`src/rtl/extIntPkg.sv`:
```
package extIntPkg;
  parameter int unsigned PIN_COUNT = 2;

  typedef enum logic [1:0] {
    SENSE_LOW  = 2'b00,
    SENSE_ANY  = 2'b01,
    SENSE_FALL = 2'b10,
    SENSE_RISE = 2'b11
  } senseMode_e;

  // control -> datapath strobes
  typedef struct packed {
    senseMode_e             mode;
    logic                   modeChange;
    logic [PIN_COUNT-1:0]   maskEn;
    logic [PIN_COUNT-1:0]   ackClr;
  } ctrlStrobe_t;
endpackage

```
`src/rtl/extIntCtrl.sv`:
```
module extIntCtrl
  import extIntPkg::*;
#(
  parameter int unsigned DATA_W = 8,
  parameter int unsigned EN_LSB = 6
) (
  input  logic                 clk,
  input  logic                 rstN,
  input  logic                 regWrEn,
  input  logic                 regSel,
  input  logic [DATA_W-1:0]    regWrData,
  input  logic [PIN_COUNT-1:0] ack,
  output logic [DATA_W-1:0]    regRdData,
  output ctrlStrobe_t          strobe
);
  localparam int unsigned MODE_W = $bits(senseMode_e);

  senseMode_e           modeQ;
  logic [PIN_COUNT-1:0] maskQ;
  senseMode_e           modeWr;
  logic                 wrMode;
  logic                 wrMask;

  assign modeWr = senseMode_e'(regWrData[MODE_W-1:0]);
  assign wrMode = regWrEn && !regSel;
  assign wrMask = regWrEn && regSel;

  always_ff @(posedge clk or negedge rstN) begin
    if (!rstN) begin
      modeQ <= SENSE_LOW;
      maskQ <= '0;
    end else begin
      if (wrMode) modeQ <= modeWr;
      if (wrMask) maskQ <= regWrData[EN_LSB +: PIN_COUNT];
    end
  end

  always_comb begin
    regRdData = '0;
    if (regSel) regRdData[EN_LSB +: PIN_COUNT] = maskQ;
    else        regRdData[MODE_W-1:0]          = modeQ;
  end

  always_comb begin
    strobe.mode       = modeQ;
    strobe.modeChange = wrMode && (modeWr != modeQ);
    strobe.maskEn     = maskQ;
    strobe.ackClr     = ack;
  end
endmodule

```
`src/rtl/extIntPath.sv`:
```
module extIntPath
  import extIntPkg::*;
#(
  parameter int unsigned SYNC_STAGES = 2
) (
  input  logic                 clk,
  input  logic                 rstN,
  input  logic [PIN_COUNT-1:0] pinIn,
  input  logic                 globalIe,
  input  ctrlStrobe_t          strobe,
  output logic [PIN_COUNT-1:0] irq,
  output logic                 wake
);
  localparam int unsigned LAST = SYNC_STAGES - 1;

  // unclocked wake from raw pins
  assign wake = (strobe.mode == SENSE_LOW) && |(strobe.maskEn & ~pinIn);

  for (genvar g = 0; g < PIN_COUNT; g++) begin : gPin
    logic [SYNC_STAGES-1:0] syncQ;
    logic                   prevQ;
    logic                   pendQ;
    logic                   sampled;
    logic                   hit;
    logic                   raw;

    assign sampled = syncQ[LAST];

    always_comb begin
      unique case (strobe.mode)
        SENSE_ANY:  hit = sampled ^ prevQ;
        SENSE_FALL: hit = prevQ & ~sampled;
        SENSE_RISE: hit = ~prevQ & sampled;
        default:    hit = 1'b0;
      endcase
    end

    always_ff @(posedge clk or negedge rstN) begin
      if (!rstN) begin
        syncQ <= '1;
        prevQ <= 1'b1;
        pendQ <= 1'b0;
      end else begin
        if (SYNC_STAGES > 1) syncQ <= {syncQ[SYNC_STAGES-2:0], pinIn[g]};
        else                 syncQ <= pinIn[g];
        prevQ <= sampled;
        if (strobe.modeChange) pendQ <= 1'b0;
        else                   pendQ <= hit | (pendQ & ~strobe.ackClr[g]);
      end
    end

    assign raw    = (strobe.mode == SENSE_LOW) ? ~sampled : pendQ;
    assign irq[g] = raw & strobe.maskEn[g] & globalIe;
  end
endmodule

```
`src/rtl/extIntSense.sv`:
```
module extIntSense
  import extIntPkg::*;
(
  input  logic       clk,
  input  logic       rstN,
  input  logic [1:0] pinIn,
  input  logic       globalIe,
  input  logic [1:0] ack,
  input  logic       regWrEn,
  input  logic       regSel,
  input  logic [7:0] regWrData,
  output logic [7:0] regRdData,
  output logic [1:0] irq,
  output logic       wake
);
  ctrlStrobe_t strobe;
  logic [1:0]  senseMode;
  logic [1:0]  maskEn;

  assign senseMode = strobe.mode;
  assign maskEn    = strobe.maskEn;

  extIntCtrl #(.DATA_W(8), .EN_LSB(6)) ctrlI (
    .clk(clk), .rstN(rstN), .regWrEn(regWrEn), .regSel(regSel),
    .regWrData(regWrData), .ack(ack), .regRdData(regRdData), .strobe(strobe)
  );

  extIntPath #(.SYNC_STAGES(2)) pathI (
    .clk(clk), .rstN(rstN), .pinIn(pinIn), .globalIe(globalIe),
    .strobe(strobe), .irq(irq), .wake(wake)
  );
endmodule

```
`config.mk`:
```
export PLATFORM = sky130hd
export DESIGN_NAME = extIntSense
export DESIGN_NICKNAME = d
export VERILOG_FILES = /design/src/rtl/extIntPkg.sv /design/src/rtl/extIntCtrl.sv /design/src/rtl/extIntPath.sv /design/src/rtl/extIntSense.sv
export SDC_FILE = /design/constraint.sdc
export NUM_CORES = 1
export LEC_CHECK = 0
export BUFFER_PORTS_ARGS = -buffer_cell sky130_fd_sc_hd__buf_2
export CAP_MARGIN = 5
export CORE_UTILIZATION = 44
export DETAILED_ROUTE_END_ITERATION = 7
export PLACE_DENSITY = 0.76
export SLEW_MARGIN = 20
export SYNTH_ARGS = -nofsm -noshare
export SYNTH_HDL_FRONTEND = slang
export SYNTH_SLANG_ARGS = --single-unit
```
`constraint.sdc`:
```
create_clock -name clk -period 1.52 [get_ports clk]
set_input_delay 0.076 -clock clk [delete_from_list [all_inputs] [get_ports clk]]
set_output_delay 0.076 -clock clk [all_outputs]
set_load 0.01 [all_outputs]
```
Word-level counts from Yosys, hierarchy flattened

Index checks and enable logic that the tools add are counted.

Bits in registers: 12
Bits of input ports: 17
Output and inout port bits: 11

Multiplexer cells: 8
Bitwise gates (word level): 22
Reduce and logical (&&, ||, !) cells: 7
Equality and inequality tests: 4

Operator list:

| kind               | count |
|---|---|
| $and 1x1->1        | 10 |
| $not 1->1          | 6 |
| $pmux 1 s3         | 2 |
| $eq 2x2->1 const B | 2 |
| $logic_and 1x1->1  | 4 |
| $mux 1             | 4 |
| $mux 2             | 2 |
| $and 2x2->2        | 1 |
| $eq 2x1->1 const B | 1 |
| $logic_not 2->1    | 1 |
| $ne 2x2->1         | 1 |
| $not 2->2          | 1 |
| $or 1x1->1         | 2 |
| $reduce_or 2->1    | 1 |
| $xor 1x1->1        | 2 |
| $logic_not 1->1    | 1 |

Longest topological paths before layout

Gate-level depths: netlist of the first run.

Depth after elaboration: 5
Mapped depth: 5

Cells and area by module

A second synthesis of the first run with hierarchy kept.

Cell total of the unflattened synthesis: 63
Area total of the unflattened synthesis: 680.7 sq um

Modules (own cells, without submodules):

| module     | area each (sq um) | cells an instance | instances | seq. area each (sq um) |
|---|---|---|---|---|
| extIntPath | 414.1             | 39                | 1         | 207.7 |
| extIntCtrl | 266.5             | 24                | 1         | 100.1 |

Worst setup path after synthesis of the first run

No wires, ideal clock.

Kind: reg-to-reg
From: register pathI.gPin[0].prevQ
To: register pathI.gPin[0].pendQ
Required time: 1395 ps
Arrival: 1062 ps
Setup slack: 333 ps
Setup time: 125 ps
Path buffers: 0
Clock period less this slack: 1187 ps
Stages on the path, launching flop included: 6
Path through: dfstp_2 inv_1 ha_1 and2_1 o21ai_0 a21oi_1

Cells in the longest elaborated chain, start to end: 5

Ends and longest elaborated chain:

| item                   | RTL line         | text |
|---|---|---|
| from (decl)            | extIntPath.sv:21 | `logic prevQ;` |
| from (signal assigned) | extIntPath.sv:46 | `prevQ <= sampled;` |
| $not 1->1              | extIntPath.sv:33 | `SENSE_RISE: hit = ~prevQ & sampled;` |
| $and 1x1->1            | extIntPath.sv:33 |  |
| $pmux 1 s3 *           | extIntPath.sv:30 | `unique case (strobe.mode)` |
| $or 1x1->1 *           | extIntPath.sv:48 | `else pendQ <= hit \| (pendQ & ~strobe.ackClr[g]);` |
| $mux 1 *               | extIntPath.sv:47 | `if (strobe.modeChange) pendQ <= 1'b0;` |
| to (signal assigned)   | extIntPath.sv:48 |  |
| to (decl)              | extIntPath.sv:22 | `logic pendQ;` |

Every way passes the cells marked *; elsewhere a longest branch is shown, timed or not.
A chain may end at the register's enable or synchronous reset.

Worst setup path after layout of the first run

From: register ctrlI.modeQ[0]
To: output port irq[0]

Cells in the longest elaborated chain, start to end: 4

Ends and longest elaborated chain:

| item                      | RTL line          | text |
|---|---|---|
| from (decl)               | extIntCtrl.sv:18  | `senseMode_e modeQ;` |
| from (signal assigned)    | extIntCtrl.sv:33  | `if (wrMode) modeQ <= modeWr;` |
| $logic_not 2->1           | extIntPath.sv:52  | `assign raw = (strobe.mode == SENSE_LOW) ? ~sampled : pendQ;` |
| $mux 1                    | extIntPath.sv:52  |  |
| $and 1x1->1 (2 in series) | extIntPath.sv:53  | `assign irq[g] = raw & strobe.maskEn[g] & globalIe;` |
| to (decl)                 | extIntSense.sv:13 | `output logic [1:0] irq,` |

Every way passes these cells.

==> impl_results.md, run 1 <==
- Status: completed
- Max Cap Viol: 0
- Flop2flop setup slack: 0.26 ns
- Detailed Place HPWL: 837 µm
- Util after Layout: 59.8%
- Synth Register Bits: 12
- Hold WC Path Type: in -> reg
- Yosys cell types: 20
- Largest net degree at the start of global routing: 13
- CTS tree: yes
- Top post-synthesis cells by area: dfstp_2 25%, dfrtp_1 23%, ha_1 7.8%, mux2_1 7.0%, nor2b_1 5.8%
- Initial antenna violation count: 0
- VDD IR-drop max: 0.000486 V
- IO Count: 28
- Worst hold margin: 0.0228 ns
- RR Endpoint: pathI.gPin[0].pendQ
- Largest family of logic cells by synthesized area: simple AND/OR/NAND/NOR gates
- Total negative setup slack: 0 ns
- Clock Skew: 0.0105 ns
- Global-route wire length before repair: 1810 µm
- Syn avg cell area: 10.2 µm²
- Reg2reg start: pathI.gPin[0].prevQ
- Die area: 1620 µm²
- Clock transition at path regs: 0.07 ns
- Post-synthesis mux area share: 7.02%
- Critical path capture point type: output pin
- Clk_lat worst skew: 0.27 ns
- Hold path startpoint: regWrData[6]
- Top cells by count, synth: 6 x dfrtp_1, 6 x dfstp_2, 6 x inv_1, 6 x nor2b_1
- Share of the synthesized area in the top cell type: 24.6%
- Fin crit share: 91.6%
- # setup viols final: 0
- Total GRT Usage: 18.0%
- Chip width: 40.2 µm
- Number of remaining DRC errors: 0
- Crit-path max cell delay: 0.47 ns
- Row Count: 13
- Die extent in y: 40.2 µm
- XOR/XNOR Fraction of Synth Area: 2.73%
- Adder-cell share of the synthesized area: 7.80%
- CTS root buffer: clkbuf_4
- WL/cell: 10.8 µm
- Critical path cell sequence: nor2_2, nor2_1, a211oi_1, buf_2
- Post-synth top flop: dfstp_2
- Top Family by Delay on Critical Path: flip-flops
- Post-synth design cell area: 642 µm²
- Slowest cell on crit path: dfrtp_2
- Crit Path Class: reg -> out
- Hold Crit Endpoint: ctrlI.maskQ[0]
- Initial DRT Pass Iterations: 2
- WP data required: 1.44 ns
- Number of global-route vias before repair: 431
- Slew Viols, Final: 0
- Ys Warns: 0
- Area grow syn2layout: 24.4%
- Critical Path Fanout Max: 8
- CTS sink cnt: 12
- RSZ-0062 raised after global routing: no
- CTS Buffer Depth: 2
- CORE AREA: 1330 µm²
- Iter 0 DRT Violations: 5
- Port Buffers: 19
- # nets final: 110
- Antenna-violating nets left: 0
- Arr. time, crit path: 1.32 ns
- Post-synth EDFFs: 0
- Fill cell count: 128
- Share of cells above drive strength 1: 36.4%
- Worst r2r path cells: 5
- Max frequency: 719 MHz
- Cell taking the most area after synthesis: dfstp_2
- Worst hold path cell count: 2
- Drt total wl: 1120 µm
- Initial core utilization: 48.1%
- FFs w/ async S/R, synth: 100%
- Seq/Total Area, Yosys: 48.0%
- Post-synthesis simple-gate area fraction: 15.6%
- Setup crit start kind: register
- DR vias: 488
- Num CTS Buffers: 3
- GPL Wtd Cong: 0.671
- Overflow after GRT: 0
- Hold Fails Final Rpt: 0
- Synth Area in Compound Gates: 9.36%
- Pwr/cell area: 957 nW/µm²
- # H-tree levels: 1
- Worst path bufs/invs: 1
- Leak: 0.000399 µW
- # diodes: 0
- Vias/cell: 4.74
- Synthesized instance count: 63
- Final worst path period need: 1.39 ns
layout make-up:
| type | count | area (µm²) | share of cell area [%] |
|---|---|---|---|
| Tap cell | 15 | 18.8 | 2.35 |
| Clock buffer | 4 | 26.3 | 3.29 |
| Sequential cell | 12 | 310 | 38.9 |
| Multi-Input combinational cell | 43 | 288 | 36.1 |
| Inverter | 6 | 22.5 | 2.82 |
| Timing Repair Buffer | 23 | 133 | 16.6 |
cell families (layout without fill, tap and decap cells):
family | Yosys count | in the layout
AO/OA/AOI/OAI | 10 | 10
flip-flops | 12 | 12
AND/OR/NAND/NOR | 19 | 19
multiplexers | 4 | 4
XOR/XNOR | 2 | 2
adder cells (fa/ha/maj) | 4 | 4
buffers and inverters | 11 | 33
other | 1 | 4
through the flow:
step           worst slack, ns  cell area (µm²)  total power, µW  cells
6_report                 0.128              798              764    103
5_1_grt                 0.0323              798              819    103
4_1_cts                 0.0433              788              767    102
3_5_place_dp             0.272              732              560     95
3_3_place_gp             0.297              732              554     95
2_1_floorplan            0.333              653              506     66
worst reg2reg max path, cell delays in order (launching register included):
cell and delay [ns]:
dfstp_2 0.53, inv_1 0.04, ha_1 0.18, and2_1 0.14, o21ai_0 0.17, a21oi_1 0.09
layout by cell type, fill, tap and decap left out, drive strengths merged:
cell,netlist,final
dfstp,6,6
nor2,5,5
mux2,4,4
ha,4,4
nor3,1,1
a21boi,1,1
and2,4,4
nor2b,6,6
conb,1,4
nand2,3,3
clkbuf,0,4
a22oi,1,1
dfrtp,6,6
o21ai,2,2
buf,5,20
a211oi,2,2
inv,6,6
a21oi,4,4
dlygate4sd3,0,3
xnor2,2,2
per-layer routing:
layer	global-route usage [%]	routed length [µm]	vias up
li1	-	-	246
met1	20.8	522	218
met2	29.8	519	20
met3	3.33	53	4
met4	12.5	21	0
met5	0	0	-
sequential cells by signal, summed over array words and instances (netlist names):
signal	flops
pathI.gPin.syncQ	4
ctrlI.maskQ	2
ctrlI.modeQ	2
pathI.gPin.pendQ	2
pathI.gPin.prevQ	2
report_power, final:
| group | total [µW] | internal (µW) | switching [µW] |
|---|---|---|---|
| registers | 398 | 363 | 34.7 |
| logic | 170 | 87.9 | 81.8 |
| clock network | 197 | 101 | 95.2 |
worst max-delay path by stage:
| stage | start | to | cells past startpoint |
|---|---|---|---|
| 2_1_floorplan | pathI.gPin[0].prevQ | pathI.gPin[0].pendQ | 5 |
| 3_3_place_gp | pathI.gPin[1].prevQ | pathI.gPin[1].pendQ | 5 |
| 6_report | ctrlI.modeQ[0] | irq[0] | 4 |
| 4_1_cts | ctrlI.modeQ[1] | irq[0] | 4 |
| 5_1_grt | ctrlI.modeQ[0] | irq[0] | 4 |
| 3_5_place_dp | pathI.gPin[1].prevQ | pathI.gPin[1].pendQ | 5 |
repair_timing:
| action | in CTS | in global routing |
|---|---|---|
| setup endpoints to repair | 0 | 2 |
| gates resized for setup | 0 | 2 |
| endpoints found under the hold margin | 14 | 0 |
| setup buffers | 0 | 1 |
| hold buffers | 3 | 0 |
No activity file was read; power rests on OpenSTA's default activity.
==> run 2, diff against run 1 <==
PLACE_DENSITY = not set   (was 0.76)
PLACE_DENSITY_LB_ADDON = 0.25   (was not set)
==> run 2 against run 1 <==
Net effect: flip-flop and latch count unchanged; worst hold slack improved by 0.0016 ns; global-route usage grew 0.69 points; die area did not move; design area down 0.31%; clock power down 2%; wire length decreased by 1.1%; sequential share of layout area rose by 0.12 points; sequential power increased by 3%; first-iteration DRC count did not move; non-clock buffer count fell by 1; critical endpoint unchanged; largest cell class unchanged.
==> impl_results.md, run 2 (synthesis gave the netlist of run 1 again) <==
- Drt total wl: 1110 µm (-1.1%)
- Sw power: 211 µW (-0.36%)
- Commonest non-fill, non-tap cell in the layout: buf_2
- GPL Wtd Cong: 0.668 (-0.54%)
- Final worst path period need: 1.39 ns (+0.00106 ns)
- Initial DRT Pass Iterations: 4 (+2)
- Largest net degree at the start of global routing: 13 (unchanged)
- CORE AREA: 1330 µm² (unchanged)
- Setup crit start kind: register
- Final cell count without fillers: 102 (-0.97%)
- Port Buffers: 19 (unchanged)
- DR vias: 482 (-1.2%)
- Worst hold margin: 0.0244 ns (+0.00157 ns)
- Status: completed
- Hold path startpoint: regWrData[6]
- Critical Path Fanout Max: 10 (+2)
- VDD IR-drop max: 0.000589 V (+21%)
- Overflow after GRT: 0 (unchanged)
- # H-tree levels: 1 (unchanged)
- WL/cell: 10.8 µm (-0.10%)
- Max Cap Viol: 0 (unchanged)
- Vias/cell: 4.73 (-0.26%)
- Hold WC Path Type: in -> reg
- Detailed Place HPWL: 812 µm (-3.0%)
- Leak: 0.000395 µW (-1.0%)
- Crit-path max cell delay: 0.49 ns (+0.02 ns)
- Initial core utilization: 48.1% (unchanged)
- Slew Viols, Final: 0 (unchanged)
- Critical path capture point type: output pin
- Die area: 1620 µm² (unchanged)
- Internal: 549 µW (-0.66%)
- Antenna-violating nets left: 0 (unchanged)
- Sw frac: 27.8% (+0.061 points)
- RSZ-0062 raised after global routing: no
- Total GRT Usage: 18.7% (+0.69 points)
- Most frequent cells in the layout: 19 x buf_2, 6 x inv_1, 6 x nor2b_1, 6 x dfstp_2
- Crit Path Class: reg -> out
- Chip width: 40.2 µm (unchanged)
- Area grow syn2layout: 24.0%
- Iter 0 DRT Violations: 5 (unchanged)
- Fin crit share: 91.6% (about the same)
- Max reg flops: 4 (unchanged)
- CTS tree: yes
- Number of global-route vias before repair: 445 (+3.2%)
- Number of remaining DRC errors: 0 (unchanged)
- Clock power frac: 25.5% (-0.2 points)
- Comb power frac: 20.8% (-1.4 points)
- IO Count: 28 (unchanged)
- Reg2reg start: pathI.gPin[1].prevQ
- # setup viols final: 0 (unchanged)
- Total negative setup slack: 0 ns (unchanged)
- Max frequency: 718 MHz (about the same)
- Clk_lat worst skew: 0.26 ns (about the same)
- Clock Skew: 0.00485 ns (-0.00568 ns)
- Num CTS Buffers: 3 (unchanged)
- Most flops, register: pathI.gPin.syncQ
- # diodes: 0 (unchanged)
- Global-route wire length before repair: 1900 µm (+5.4%)
- Inst Count DP: 95 (unchanged)
- Hold Fails Final Rpt: 0 (unchanged)
- Arr. time, crit path: 1.32 ns (about the same)
- # nets final: 109 (-0.91%)
- Initial antenna violation count: 0 (unchanged)
- Sequential Power Share: 53.7% (+1.7 points)
- Critical path cell sequence: nor2_4, nor2_1, a211oi_1, buf_2
- Share of cells above drive strength 1: 35.6% (-0.73 points)
- Die extent in y: 40.2 µm (unchanged)
- Row Count: 13 (unchanged)
- Clock transition at path regs: 0.07 ns (about the same)
- Fill cell count: 130 (+1.6%)
- CTS sink cnt: 12 (unchanged)
- CTS Buffer Depth: 2 (unchanged)
- Worst setup startpoint: ctrlI.modeQ[1]
- Slowest cell on crit path: dfrtp_2
- CTS root buffer: clkbuf_4
- Post-CTS Setup Bufs: 0 (unchanged)
- Pwr/cell area: 954 nW/µm² (-0.26%)
- WP data required: 1.44 ns (about the same)
[run 2: cell types whose count changed in the layout (fill, tap and decap cells not counted)]
cell    change
buf_4       -1
nor2_2      -1
nor2_4      +1
[run 2: power by group through the flow]
stage	clock (µW)	combinational, µW	sequential (µW)
after CTS	207	160	404
final	193	158	408
after global placement	0	150	407
after global routing	217	184	415
after detailed placement	0	153	409
after floorplan	0	119	386
[run 2: what timing repair did]
action                                  4_1_cts  5_1_grt
hold buffers                                  3        0
hold endpoints to repair                     14        0
endpoints found under the setup margin        0        2
gates resized for setup                       0        3
[run 2: layout make-up]
type                    count  area, µm²  share of cell area [%]
repair buffers             22        125                    15.7
multi-input cells          43        293                    36.8
inverters                   6       22.5                    2.83
flip-flops and latches     12        310                    39.0
well taps                  15       18.8                    2.36
clock buffers               4       26.3                    3.30
[run 2: routing by layer]
metal / up-vias / track usage [%] / part of all wire [%]
li1: 244 / - / -
met1: 218 / 22.5 / 46
met2: 18 / 31.5 / 49
met3: 2 / 3.33 / 4.3
met4: 0 / 10.0 / 1.0
met5: - / 0 / 0
[run 2: per-stage QoR]
| stage | total power, µW | worst slack, ns | util, % | cell area (µm²) |
|---|---|---|---|---|
| after floorplan | 506 | 0.333 | - | 653 |
| after global placement | 557 | 0.290 | 54.9 | 732 |
| after detailed placement | 562 | 0.276 | 54.9 | 732 |
| after CTS | 770 | 0.0125 | 59.1 | 788 |
| after global routing | 816 | 0.00727 | 59.7 | 796 |
| final | 759 | 0.127 | 59.7 | 796 |
[run 2: final timing paths]
path	to	slack [ns]	cells after the start
max	irq[0]	0.13	4
min	ctrlI.maskQ[0]	0.02	2
max reg2reg	pathI.gPin[1].pendQ	0.28	5
min reg2reg	pathI.gPin[1].syncQ[1]	0.36	0
max in group asynchronous	pathI.gPin[0].syncQ[1]	1.03	2
min in group asynchronous	ctrlI.maskQ[1]	0.22	2
[run 2: critical path, delay by kind of cell (launching register included)]
kind / cells / cell delay, ns
DFF: 1 / 0.49
and+or+nand+nor: 2 / 0.21
AOI/OAI and AO/OA: 1 / 0.19
buffers and inverters: 1 / 0.16
==> run 3, diff against run 2 <==
CORE_MARGIN = 2   (was not set)
PLACE_DENSITY = 0.75   (was not set)
PLACE_DENSITY_LB_ADDON = not set   (was 0.25)
REMOVE_ABC_BUFFERS = 1   (was not set)
==> run 3 against run 2 <==
Net effect: clock power rose by 26%; sequential power fell by 2%; sequential share of layout area fell by 1.1 points; combinational power rose by 9%; worst setup slack got worse by 0.011 ns; critical endpoint unchanged; design area rose by 2.4%; clock-buffer cell count did not move; critical path depth did not move; core utilization rose by 1.4 points.
==> impl_results.md, run 3 (synthesis gave the netlist of run 1 again) <==
- # H-tree levels: 1 (unchanged)
- Detailed Place HPWL: 803 µm (-1.2%)
- WP data required: 1.44 ns (about the same)
- Hold Crit Endpoint: ctrlI.maskQ[0]
- Total negative setup slack: 0 ns (unchanged)
- Critical path capture point type: output pin
- Area occupied by multi-input gates: 288 µm² (-1.7%)
- Initial core utilization: 48.1% (unchanged)
- VDD IR-drop max: 0.000724 V (+23%)
- CORE AREA: 1330 µm² (unchanged)
- Pwr/cell area: 1000 nW/µm² (+5.0%)
- Global-route wire length before repair: 1870 µm (-1.8%)
- Initial antenna violation count: 0 (unchanged)
- Commonest non-fill, non-tap cell in the layout: buf_2
- Clock Skew: 0.00200 ns (-0.00285 ns)
- Share of cells above drive strength 1: 37.1% (+1.4 points)
- Final worst path period need: 1.40 ns (+0.0114 ns)
- Crit-path max cell delay: 0.48 ns (about the same)
- CTS sink cnt: 12 (unchanged)
- CTS Buffer Depth: 2 (unchanged)
- Status: completed
- Hold path startpoint: regWrData[6]
- Slew Viols, Final: 0 (unchanged)
- GPL Wtd Cong: 0.683 (+2.3%)
- Overflow after GRT: 0 (unchanged)
- Antenna-violating nets left: 0 (unchanged)
- Reg2reg start: pathI.gPin[0].prevQ
- Vias/cell: 4.60 (-2.7%)
- Port Buffers: 19 (unchanged)
- Leak: 0.000411 µW (+4.0%)
- Critical path cell sequence: nor2_2, nor2_1, a211oi_1, buf_2
- Number of remaining DRC errors: 0 (unchanged)
- CTS tree: yes
- RR Endpoint: pathI.gPin[0].pendQ
- # diodes: 0 (unchanged)
- Arr. time, crit path: 1.33 ns (about the same)
- Iter 0 DRT Violations: 4 (-1)
- Slowest cell on crit path: dfrtp_1
- Max frequency: 712 MHz (-0.81%)
- Worst hold margin: 0.0187 ns (-0.00568 ns)
- Clk_lat worst skew: 0.27 ns (about the same)
- Chip width: 42.2 µm (+5.0%)
- Inst Count DP: 95 (unchanged)
- Worst r2r path cells: 5 (unchanged)
- Largest net degree at the start of global routing: 13 (unchanged)
- Critical Path Fanout Max: 8 (-2)
- Final cell count without fillers: 104 (+2.0%)
- Area grow syn2layout: 26.9%
- Most frequent cells in the layout: 19 x buf_2, 6 x inv_1, 6 x nor2b_1, 6 x dfstp_2, 5 x dfrtp_1
- IO Count: 28 (unchanged)
- WL/cell: 10.3 µm (-5.1%)
- Die area: 1780 µm² (+10%)
- Fill cell count: 116 (-11%)
- DR vias: 478 (-0.83%)
- # nets final: 111 (+1.8%)
- Row Count: 13 (unchanged)
- Initial DRT Pass Iterations: 5 (+1)
- # setup viols final: 0 (unchanged)
- Clock transition at path regs: 0.07 ns (about the same)
- Crit Path Class: reg -> out
- Number of global-route vias before repair: 457 (+2.7%)
- Hold WC Path Type: in -> reg
- Register Area: 309 µm² (-0.40%)
- Flop2flop setup slack: 0.28 ns (about the same)
- Setup crit start kind: register
- Max Cap Viol: 0 (unchanged)
- Top Family by Delay on Critical Path: flip-flops
- Max reg flops: 4 (unchanged)
- CTS root buffer: clkbuf_4
- Worst hold path cell count: 2 (unchanged)
- Num CTS Buffers: 3 (unchanged)
- Total GRT Usage: 13.2% (-5.4 points)
- Worst path bufs/invs: 1 (unchanged)
- RSZ-0062 raised after global routing: no
- Fin crit share: 92.4% (+0.75 points)
- PnR Total Power: 816 µW (+7.5%)
- Hold Fails Final Rpt: 0 (unchanged)
- Die extent in y: 42.2 µm (+5.0%)
- Most flops, register: pathI.gPin.syncQ
- Drt total wl: 1070 µm (-3.3%)
run 3: changes by cell type in the layout (fill, tap and decap cells not counted):
cell,before,now
clkbuf_1,1,0
dfrtp_1,4,5
clkbuf_8,0,1
dfrtp_2,2,1
nor2_2,0,1
nor2_4,1,0
buf_4,0,2
run 3: routing by layer:
| metal | routed length [µm] | up-vias | track usage [%] | share of wire [%] |
|---|---|---|---|---|
| li1 | - | 249 | - | - |
| met1 | 533 | 207 | 19.2 | 50 |
| met2 | 456 | 22 | 18.8 | 43 |
| met3 | 79 | 0 | 3.02 | 7.4 |
| met4 | 0 | 0 | 5.63 | 0 |
| met5 | 0 | - | 0 | 0 |
run 3: what timing repair did:
action / in CTS / in global routing
buffers inserted: 0 / 2
endpoints found under the setup margin: 0 / 1
hold buffers: 3 / 0
hold endpoints to repair: 14 / 0
resized for setup: 0 / 1
run 3: where the power goes:
| part | switching, µW | internal [µW] | leakage (µW) |
|---|---|---|---|
| Combinational | 80.2 | 92.1 | 0.000256 |
| Sequential | 37.6 | 362 | 0.000135 |
| Clock | 98.8 | 145 | 0.0000210 |
run 3: worst max path at each step:
| stage | from | end | slack (ns) | cells after the start |
|---|---|---|---|---|
| final | ctrlI.modeQ[0] | irq[0] | 0.12 | 4 |
| after global routing | ctrlI.modeQ[0] | irq[0] | 0.003 | 4 |
| after CTS | ctrlI.modeQ[1] | irq[0] | 0.06 | 4 |
| after detailed placement | pathI.gPin[0].prevQ | pathI.gPin[0].pendQ | 0.28 | 5 |
| after global placement | pathI.gPin[1].prevQ | pathI.gPin[1].pendQ | 0.29 | 5 |
| after floorplan | pathI.gPin[0].prevQ | pathI.gPin[0].pendQ | 0.33 | 5 |
run 3: per-stage QoR:
| stage | setup WS, ns | area (µm²) | util [%] |
|---|---|---|---|
| finish | 0.116 | 815 | 61.1 |
| global route | 0.00313 | 815 | 61.1 |
| CTS | 0.0602 | 798 | 59.8 |
| detailed placement | 0.281 | 732 | 54.9 |
| global placement | 0.294 | 732 | 54.9 |
| floorplan | 0.333 | 618 | - |
run 3: worst register-to-register path, cell delays in order (launching register included):
cell and delay [ns]:
dfstp_2 0.53, inv_1 0.04, ha_1 0.17, and2_1 0.15
o21ai_0 0.16, a21oi_1 0.08
run 3: layout make-up:
cell class / count / area share, %
repair buffers: 24 / 17.2
flip-flops and latches: 12 / 37.9
clock buffers: 4 / 4.45
inverters: 6 / 2.76
well taps: 15 / 2.30
multi-input cells: 43 / 35.3
